==> src/rtl/esc_pkg.sv <==
package esc_pkg;

  typedef enum logic [3:0] {
    OP_NOP      = 4'd0,
    OP_RD_ARRAY = 4'd1,
    OP_RD_STAT  = 4'd2,
    OP_RD_ID    = 4'd3,
    OP_RD_QUERY = 4'd4,
    OP_CLR      = 4'd5,
    OP_ERASE    = 4'd6,
    OP_PROG     = 4'd7,
    OP_SUSP     = 4'd8,
    OP_RESUME   = 4'd9,
    OP_BLANK    = 4'd10,
    OP_PSUSP    = 4'd11,
    OP_LOCK     = 4'd12,
    OP_UNLOCK   = 4'd13,
    OP_LOCKDN   = 4'd14,
    OP_RSVD     = 4'd15
  } op_e;

  typedef enum logic [2:0] {
    ST_IDLE      = 3'd0,
    ST_ERASE     = 3'd1,
    ST_PROG      = 3'd2,
    ST_BLANK     = 3'd3,
    ST_SUSP      = 3'd4,
    ST_SUSP_PROG = 3'd5
  } state_e;

  localparam logic [1:0] RM_ARRAY  = 2'd0;
  localparam logic [1:0] RM_STATUS = 2'd1;
  localparam logic [1:0] RM_ID     = 2'd2;
  localparam logic [1:0] RM_QUERY  = 2'd3;

  localparam int SR_RDY  = 7;
  localparam int SR_ESUS = 6;
  localparam int SR_EERR = 5;
  localparam int SR_PERR = 4;
  localparam int SR_VERR = 3;

  // Commands taken while an erase sits paused
  function automatic logic op_ok_in_susp(logic [3:0] op);
    case (op)
      OP_RD_ARRAY, OP_RD_STAT, OP_RD_ID, OP_RD_QUERY,
      OP_RESUME, OP_CLR, OP_PROG, OP_PSUSP,
      OP_LOCK, OP_UNLOCK, OP_LOCKDN: return 1'b1;
      default:                       return 1'b0;
    endcase
  endfunction

  function automatic logic is_read_op(logic [3:0] op);
    return (op == OP_RD_ARRAY) || (op == OP_RD_STAT) ||
           (op == OP_RD_ID)    || (op == OP_RD_QUERY);
  endfunction

  function automatic logic [1:0] read_mode_of(logic [3:0] op);
    case (op)
      OP_RD_STAT:  return RM_STATUS;
      OP_RD_ID:    return RM_ID;
      OP_RD_QUERY: return RM_QUERY;
      default:     return RM_ARRAY;
    endcase
  endfunction

endpackage

==> src/rtl/esc_cmd_gate.sv <==
module esc_cmd_gate
  import esc_pkg::*;
#(
  parameter int BLK_W = 3
) (
  input  logic             valid,
  input  logic [3:0]       op,
  input  logic [BLK_W-1:0] blk,
  input  logic [BLK_W-1:0] susp_blk,
  input  state_e           state,
  output logic             acc_erase,
  output logic             acc_prog,
  output logic             acc_nest,
  output logic             prog_hit,
  output logic             acc_blank,
  output logic             acc_susp,
  output logic             acc_resume,
  output logic             acc_clr,
  output logic             acc_read,
  output logic [1:0]       rd_mode
);

  logic in_idle, in_susp, in_erase, legal, same_blk;

  assign in_idle  = (state == ST_IDLE);
  assign in_susp  = (state == ST_SUSP);
  assign in_erase = (state == ST_ERASE);
  assign same_blk = (blk == susp_blk);

  always_comb begin
    if (in_idle)       legal = 1'b1;
    else if (in_susp)  legal = op_ok_in_susp(op);
    else if (in_erase) legal = (op == OP_SUSP);
    else               legal = 1'b0;
  end

  logic take;
  assign take = valid && legal;

  assign acc_erase  = take && (op == OP_ERASE) && in_idle;
  assign acc_prog   = take && (op == OP_PROG) && in_idle;
  assign acc_nest   = take && (op == OP_PROG) && in_susp && !same_blk;
  assign prog_hit   = take && (op == OP_PROG) && in_susp && same_blk;
  assign acc_blank  = take && (op == OP_BLANK) && in_idle;
  assign acc_susp   = take && (op == OP_SUSP) && in_erase;
  assign acc_resume = take && (op == OP_RESUME) && in_susp;
  assign acc_clr    = take && (op == OP_CLR);
  assign acc_read   = take && is_read_op(op) &&
                      !(in_susp && (op == OP_RD_ARRAY) && same_blk);
  assign rd_mode    = read_mode_of(op);

endmodule

==> src/rtl/esc_erase_seq.sv <==
module esc_erase_seq #(
  parameter int NCHK    = 4,
  parameter int SEG_CYC = 6
) (
  input  logic clk,
  input  logic rst_n,
  input  logic start,
  input  logic resume,
  input  logic run,
  input  logic susp_cmd,
  output logic ckpt,
  output logic last_ckpt,
  output logic susp_take
);

  localparam int SEG_W = $clog2(SEG_CYC + 1);
  localparam int CHK_W = $clog2(NCHK + 1);
  localparam logic [SEG_W-1:0] SEG_LAST = SEG_W'(SEG_CYC - 1);
  localparam logic [CHK_W-1:0] CHK_LAST = CHK_W'(NCHK - 1);
  localparam logic [CHK_W-1:0] CHK_MAX  = CHK_W'(NCHK);

  logic [SEG_W-1:0] seg_q;
  logic [CHK_W-1:0] chk_q;
  logic             pend_q;

  assign ckpt      = run && (seg_q == SEG_LAST);
  assign last_ckpt = ckpt && (chk_q == CHK_LAST);
  assign susp_take = ckpt && !last_ckpt && (pend_q || susp_cmd);

  always_ff @(posedge clk or negedge rst_n) begin
    if (!rst_n) begin
      seg_q <= '0;
      chk_q <= '0;
    end else if (start) begin
      seg_q <= '0;
      chk_q <= '0;
    end else if (resume) begin
      seg_q <= '0;
    end else if (run) begin
      if (ckpt) begin
        seg_q <= '0;
        if (!last_ckpt) chk_q <= chk_q + 1'b1;
      end else begin
        seg_q <= seg_q + 1'b1;
      end
    end
  end

  // pause request held until the next checkpoint
  always_ff @(posedge clk or negedge rst_n) begin
    if (!rst_n)        pend_q <= 1'b0;
    else if (!run)     pend_q <= 1'b0;
    else if (ckpt)     pend_q <= 1'b0;
    else if (susp_cmd) pend_q <= 1'b1;
  end

  a_r4_chk_in_range: assert property (@(posedge clk) disable iff (!rst_n)
    chk_q < CHK_MAX);

  a_r3_pend_dropped_at_ckpt: assert property (@(posedge clk) disable iff (!rst_n)
    ckpt |=> !pend_q);

endmodule

==> src/rtl/esc_op_timer.sv <==
module esc_op_timer #(
  parameter int MAXC = 5,
  localparam int TW = $clog2(MAXC + 1)
) (
  input  logic          clk,
  input  logic          rst_n,
  input  logic          load,
  input  logic [TW-1:0] len,
  input  logic          run,
  output logic          done
);

  logic [TW-1:0] cnt_q;

  assign done = run && (cnt_q == '0);

  always_ff @(posedge clk or negedge rst_n) begin
    if (!rst_n)                    cnt_q <= '0;
    else if (load)                 cnt_q <= len - 1'b1;
    else if (run && cnt_q != '0)   cnt_q <= cnt_q - 1'b1;
  end

endmodule

==> src/rtl/esc_status.sv <==
module esc_status (
  input  logic       clk,
  input  logic       rst_n,
  input  logic       ready,
  input  logic       susp,
  input  logic       set_eerr,
  input  logic       set_perr,
  input  logic       set_verr,
  input  logic       clr,
  output logic [7:0] sr
);

  logic [2:0] err_q;  // {erase/blank, program, voltage}

  always_ff @(posedge clk or negedge rst_n) begin
    if (!rst_n) begin
      err_q <= '0;
    end else begin
      err_q <= (clr ? 3'b000 : err_q) | {set_eerr, set_perr, set_verr};
    end
  end

  assign sr = {ready, susp, err_q, 3'b000};

  a_r12_errs_sticky: assert property (@(posedge clk) disable iff (!rst_n)
    !clr |=> ((err_q & $past(err_q)) == $past(err_q)));

endmodule

==> src/rtl/erase_susp_ctrl.sv <==
module erase_susp_ctrl
  import esc_pkg::*;
#(
  parameter int NUM_BLK  = 8,
  parameter int NCHK     = 4,
  parameter int SEG_CYC  = 6,
  parameter int PROG_CYC = 5,
  parameter int CHK_CYC  = 3,
  localparam int BLK_W   = (NUM_BLK > 1) ? $clog2(NUM_BLK) : 1
) (
  input  logic             clk,
  input  logic             rst_n,
  input  logic             cmd_valid,
  input  logic [3:0]       cmd_op,
  input  logic [BLK_W-1:0] cmd_blk,
  input  logic             vpp_ok,
  output logic [7:0]       status_o,
  output logic             ready_o,
  output logic             esusp_o,
  output logic [BLK_W-1:0] busy_blk_o,
  output logic [1:0]       read_mode_o
);

  localparam int MAXC = (PROG_CYC > CHK_CYC) ? PROG_CYC : CHK_CYC;
  localparam int TW   = $clog2(MAXC + 1);
  localparam logic [TW-1:0] PROG_LEN  = TW'(PROG_CYC);
  localparam logic [TW-1:0] BLANK_LEN = TW'(CHK_CYC);

  state_e           state_q, state_n;
  logic [BLK_W-1:0] eblk_q, pblk_q;
  logic [NUM_BLK-1:0] blank_q;
  logic [1:0]       rmode_q;

  // named internal events
  logic acc_erase, acc_prog, acc_nest, prog_hit, acc_blank;
  logic acc_susp, acc_resume, acc_clr, acc_read;
  logic [1:0] rd_mode;
  logic ckpt, last_ckpt, susp_take;
  logic tmr_load, tmr_run, tmr_done;
  logic erase_run, vpp_fault, erase_done, prog_done, blank_done, blank_fail;
  logic set_eerr, set_perr, set_verr;

  esc_cmd_gate #(.BLK_W(BLK_W)) u_gate (
    .valid      (cmd_valid),
    .op         (cmd_op),
    .blk        (cmd_blk),
    .susp_blk   (eblk_q),
    .state      (state_q),
    .acc_erase  (acc_erase),
    .acc_prog   (acc_prog),
    .acc_nest   (acc_nest),
    .prog_hit   (prog_hit),
    .acc_blank  (acc_blank),
    .acc_susp   (acc_susp),
    .acc_resume (acc_resume),
    .acc_clr    (acc_clr),
    .acc_read   (acc_read),
    .rd_mode    (rd_mode)
  );

  assign erase_run = (state_q == ST_ERASE);
  assign vpp_fault = erase_run && !vpp_ok;

  esc_erase_seq #(.NCHK(NCHK), .SEG_CYC(SEG_CYC)) u_seq (
    .clk       (clk),
    .rst_n     (rst_n),
    .start     (acc_erase),
    .resume    (acc_resume),
    .run       (erase_run),
    .susp_cmd  (acc_susp),
    .ckpt      (ckpt),
    .last_ckpt (last_ckpt),
    .susp_take (susp_take)
  );

  assign tmr_load = acc_prog || acc_nest || acc_blank;
  assign tmr_run  = (state_q == ST_PROG) || (state_q == ST_BLANK) ||
                    (state_q == ST_SUSP_PROG);

  esc_op_timer #(.MAXC(MAXC)) u_tmr (
    .clk   (clk),
    .rst_n (rst_n),
    .load  (tmr_load),
    .len   (acc_blank ? BLANK_LEN : PROG_LEN),
    .run   (tmr_run),
    .done  (tmr_done)
  );

  assign erase_done = last_ckpt && !vpp_fault;
  assign prog_done  = tmr_done && ((state_q == ST_PROG) || (state_q == ST_SUSP_PROG));
  assign blank_done = tmr_done && (state_q == ST_BLANK);
  assign blank_fail = blank_done && !blank_q[pblk_q];

  assign set_eerr = vpp_fault || blank_fail;
  assign set_verr = vpp_fault;
  assign set_perr = prog_hit;

  always_comb begin
    state_n = state_q;
    case (state_q)
      ST_IDLE: begin
        if (acc_erase)      state_n = ST_ERASE;
        else if (acc_prog)  state_n = ST_PROG;
        else if (acc_blank) state_n = ST_BLANK;
      end
      ST_ERASE: begin
        if (vpp_fault)      state_n = ST_IDLE;
        else if (last_ckpt) state_n = ST_IDLE;
        else if (susp_take) state_n = ST_SUSP;
      end
      ST_PROG, ST_BLANK: begin
        if (tmr_done) state_n = ST_IDLE;
      end
      ST_SUSP: begin
        if (acc_resume)    state_n = ST_ERASE;
        else if (acc_nest) state_n = ST_SUSP_PROG;
      end
      ST_SUSP_PROG: begin
        if (tmr_done) state_n = ST_SUSP;
      end
      default: state_n = ST_IDLE;
    endcase
  end

  always_ff @(posedge clk or negedge rst_n) begin
    if (!rst_n) begin
      state_q <= ST_IDLE;
      eblk_q  <= '0;
      pblk_q  <= '0;
      rmode_q <= RM_ARRAY;
    end else begin
      state_q <= state_n;
      if (acc_erase) eblk_q <= cmd_blk;
      if (tmr_load)  pblk_q <= cmd_blk;
      if (acc_erase || tmr_load || acc_resume) rmode_q <= RM_STATUS;
      else if (acc_read)                       rmode_q <= rd_mode;
    end
  end

  // per-block erased flag, used by blank check
  always_ff @(posedge clk or negedge rst_n) begin
    if (!rst_n) begin
      blank_q <= '1;
    end else begin
      if (acc_erase || acc_prog || acc_nest) blank_q[cmd_blk] <= 1'b0;
      if (erase_done)                        blank_q[eblk_q]  <= 1'b1;
    end
  end

  logic ready_w, susp_w;
  assign ready_w = (state_q == ST_IDLE) || (state_q == ST_SUSP);
  assign susp_w  = (state_q == ST_SUSP) || (state_q == ST_SUSP_PROG);

  esc_status u_stat (
    .clk      (clk),
    .rst_n    (rst_n),
    .ready    (ready_w),
    .susp     (susp_w),
    .set_eerr (set_eerr),
    .set_perr (set_perr),
    .set_verr (set_verr),
    .clr      (acc_clr),
    .sr       (status_o)
  );

  assign ready_o     = status_o[SR_RDY];
  assign esusp_o     = status_o[SR_ESUS];
  assign read_mode_o = rmode_q;

  always_comb begin
    case (state_q)
      ST_ERASE, ST_SUSP:               busy_blk_o = eblk_q;
      ST_PROG, ST_BLANK, ST_SUSP_PROG: busy_blk_o = pblk_q;
      default:                         busy_blk_o = '0;
    endcase
  end

  // pause entered only at a checkpoint
  a_r3_susp_only_at_ckpt: assert property (@(posedge clk) disable iff (!rst_n)
    (erase_run && !ckpt) |=> (state_q != ST_SUSP));

  a_r4_resume_clears: assert property (@(posedge clk) disable iff (!rst_n)
    acc_resume |=> (!esusp_o && !ready_o && state_q == ST_ERASE));

  a_r5_nest_returns: assert property (@(posedge clk) disable iff (!rst_n)
    (state_q == ST_SUSP_PROG && tmr_done) |=> (esusp_o && ready_o));

  a_r6_hit_flags_perr: assert property (@(posedge clk) disable iff (!rst_n)
    prog_hit |=> (status_o[SR_PERR] && state_q == ST_SUSP));

  a_r7_one_accept: assert property (@(posedge clk) disable iff (!rst_n)
    $onehot0({acc_erase, acc_prog, acc_nest, prog_hit, acc_blank,
              acc_susp, acc_resume, acc_clr, acc_read}));

  a_r7_no_new_op_in_susp: assert property (@(posedge clk) disable iff (!rst_n)
    (state_q == ST_SUSP) |=> (state_q != ST_PROG && state_q != ST_BLANK));

  a_r8_resume_waits: assert property (@(posedge clk) disable iff (!rst_n)
    (state_q == ST_SUSP_PROG) |=> (state_q != ST_ERASE));

  a_r10_vpp_halts: assert property (@(posedge clk) disable iff (!rst_n)
    vpp_fault |=> (state_q == ST_IDLE && status_o[SR_VERR] && status_o[SR_EERR]));

endmodule

==> config.mk <==
export PLATFORM = sky130hd
export DESIGN_NAME = erase_susp_ctrl
export DESIGN_NICKNAME = d
export VERILOG_FILES = /design/src/rtl/esc_pkg.sv /design/src/rtl/esc_cmd_gate.sv /design/src/rtl/esc_erase_seq.sv /design/src/rtl/esc_op_timer.sv /design/src/rtl/esc_status.sv /design/src/rtl/erase_susp_ctrl.sv
export SDC_FILE = /design/constraint.sdc
export NUM_CORES = 1
export LEC_CHECK = 0
export BUFFER_PORTS_ARGS = -buffer_cell sky130_fd_sc_hd__buf_2
export CAP_MARGIN = 40
export CORE_MARGIN = 5
export CORE_UTILIZATION = 34
export CTS_CLUSTER_DIAMETER = 100
export CTS_CLUSTER_SIZE = 20
export DETAILED_ROUTE_END_ITERATION = 7
export PLACE_DENSITY = 0.59
export SLEW_MARGIN = 20
export SYNTH_ARGS = -nofsm -noshare
export SYNTH_HDL_FRONTEND = slang
export SYNTH_SLANG_ARGS = --single-unit
==> constraint.sdc <==
create_clock -name clk -period 4.2 [get_ports clk]
set_input_delay 0.84 -clock clk [delete_from_list [all_inputs] [get_ports clk]]
set_output_delay 0.84 -clock clk [all_outputs]
set_load 0.02 [all_outputs]
==> flow_summary.ini <==
[synthesis]
ys_ff_latch = 32
synth_area_um2 = 2310
synth.most_common_cell = dfrtp_1
synth_ff_type = dfrtp_1
synth_top_area_cell = dfrtp_1
synth-edff-count = 0
ys_top_cells_by_count = 24 x dfrtp_1, 22 x a21oi_1, 19 x nor2_1
ys_types = 61
ys_seq_area_share_pct = 35.10
netlist.area_leader.share_pct = 26.00
avgSynthCellArea_um2 = 9.166
synthCells = 252
async_flop_share_pct = 100.0
synth_warnings = 0
synth_area_leaders = dfrtp_1 26%, dfstp_2 9.1%, a21oi_1 4.8%

[finish]
areaGrowthSynthToFinish_pct = 7.747
drive_gt1_share_pct = 25.00
num_antenna_cells = 0
final_nets = 279

[clock_tree]
cts_setup_buffers = 0
clock-sinks = 32
clock_path_buffers = 2
cts_tree = done
cts-htree-levels = 2
numCtsBuffers = 5
clk_latency_ps = 290
hold_buffers = 0
path_clk_slew_ps = 70
cts_resized = 0
root_buffer = clkbuf_8

[run]
drv_cap = 0

[detailed_routing]
drt_wl_total_mm = 5.452
drtAntennaViolNets = 0
firstDrtPassIters = 4
vias = 1895
first_iter_violations = 94
vias_per_cell = 5.509
drcViolationCount = 0
routedWlPerCell_um = 15.85

[power_and_ir_drop]
power_density_nw_per_um2 = 591.8
p_total_uw = 1473
ir_drop_mv = 0.2066
leakage_uw = 0.001027

[timing]
setup-tns-final_ps = 0
fin_crit_ps = 2823
setup_violations = 0
report.final.slew_viol_count = 0
skew_ps = 5.632
rsz0062_at_grt = no
max-slew-margin-rel_pct = 51.06
min_period_over_period_pct = 67.23
hold_viol = 0
worstMarginPinSlew_ps = 734.2
fmax_ghz = 0.3542

[die]
rows = 30
dieArea_um2 = 8541
die_w_um = 92.42
die_h_um = 92.42
ios = 26
core-area_um2 = 6719
initial_core_util_pct = 34.38

[worst_setup_path]
startpoint_type = flop
crit_arrival_ps = 2990
crit_fanout = 16
cp.required_ps = 4370
cp-end-kind = flop
path_class = flop to flop

[placement]
portBuffers = 22
gp_congestion = 0.7972
post-dp-hpwl_mm = 4.092

[global_routing]
overflow = 0
grt_pass1_wl_mm = 9.025
antenna_found_initial = 0
grt_pass1_vias = 1845
grtUsageTotal_pct = 13.25
grt_max_degree = 33

[hold_path]
holdCritPathClass = flop to flop

[outcome]
status = complete, no violations
[critical path, cell delays in order (launching register included)]
cell and delay, ps:
dfrtp_1 740, inv_1 200, o41a_1 540, a31oi_4 250, nor2_2 100, nor2_1 120
ha_1 220, inv_1 90, and3_1 170, a211oi_1 170, nand3_1 100
[per-stage QoR]
stage	utilization, %	setup slack [ps]	instance area [µm²]	instances	hold slack, ps
5_1_grt	37.04	1162	2489	344	492.3
6_report	37.04	1377	2489	344	476.3
3_5_place_dp	35.66	1097	2396	336	464.0
4_1_cts	37.04	1383	2489	344	477.8
3_3_place_gp	35.66	1214	2396	336	460.8
2_1_floorplan	-	1410	2317	254	443.2
[power by group]
group          switching, µW  internal [µW]  total, µW
combinational            386            288        674
sequential               144            407        551
clock                    117            131        248
total                    647            825       1470
[logic make-up (layout without fill, tap and decap cells)]
family | count (synthesis) | in the layout | synth area share, %
flops | 32 | 32 | 35.10
buf+inv | 31 | 41 | 7.475
fa+ha+maj | 5 | 5 | 2.709
compound gates | 70 | 70 | 20.59
xor+xnor | 6 | 6 | 2.601
other cells | 1 | 3 | 0.1624
simple gates | 94 | 94 | 24.16
mux | 13 | 13 | 7.205
[routing by layer]
layer  up-vias  track usage [%]  routed length (µm)
met5         -                0                   0
met4         0            4.579                  58
met3         5            2.681                 270
met2        42            20.97                2525
met1       913            17.96                2598
li1        935                -                   -
[final cells by class]
type / instances / area [µm²]
Fill cell: 684 / 4230
Multi-Input combinational cell: 191 / 1334
Sequential cell: 32 / 810.8
Timing Repair Buffer: 22 / 110.1
Tap cell: 80 / 100.1
Clock buffer: 6 / 82.58
Inverter: 11 / 41.29
Clock inverter: 2 / 10.01
[sequential cells by signal (all words and copies together), names as in the netlist]
name,flops
blank_q,8
eblk_q,3
pblk_q,3
state_q,3
u_seq.chk_q,3
u_seq.seg_q,3
u_stat.err_q,3
u_tmr.cnt_q,3
read_mode_o,2
u_seq.pend_q,1
[path summary, 6_finish.rpt]
check,depth (start not counted),slack [ps],end,from
setup / recovery,10,1380,u_tmr.cnt_q[2],state_q[2]
hold / removal,1,480,u_stat.err_q[2],u_stat.err_q[2]
setup reg to reg,10,1380,u_tmr.cnt_q[2],state_q[2]
hold reg to reg,1,480,u_stat.err_q[2],u_stat.err_q[2]
max in group asynchronous,1,3120,u_stat.err_q[1],rst_n
min in group asynchronous,1,610,eblk_q[0],rst_n
[cells in the final DEF (no fill, tap or decap), types with 5 or more instances in the layout]
master    count
inv_1        11
nand3_1       9
nand2b_1      5
ha_1          5
o21ai_0      16
a31oi_1       7
nand2_1      18
dfrtp_1      24
dfstp_2       8
nor2_1       19
mux2_2        9
clkbuf_8      6
nor3_1       11
buf_2        22
a21oi_1      22
Note: power is estimated with default switching activity, not from simulation.
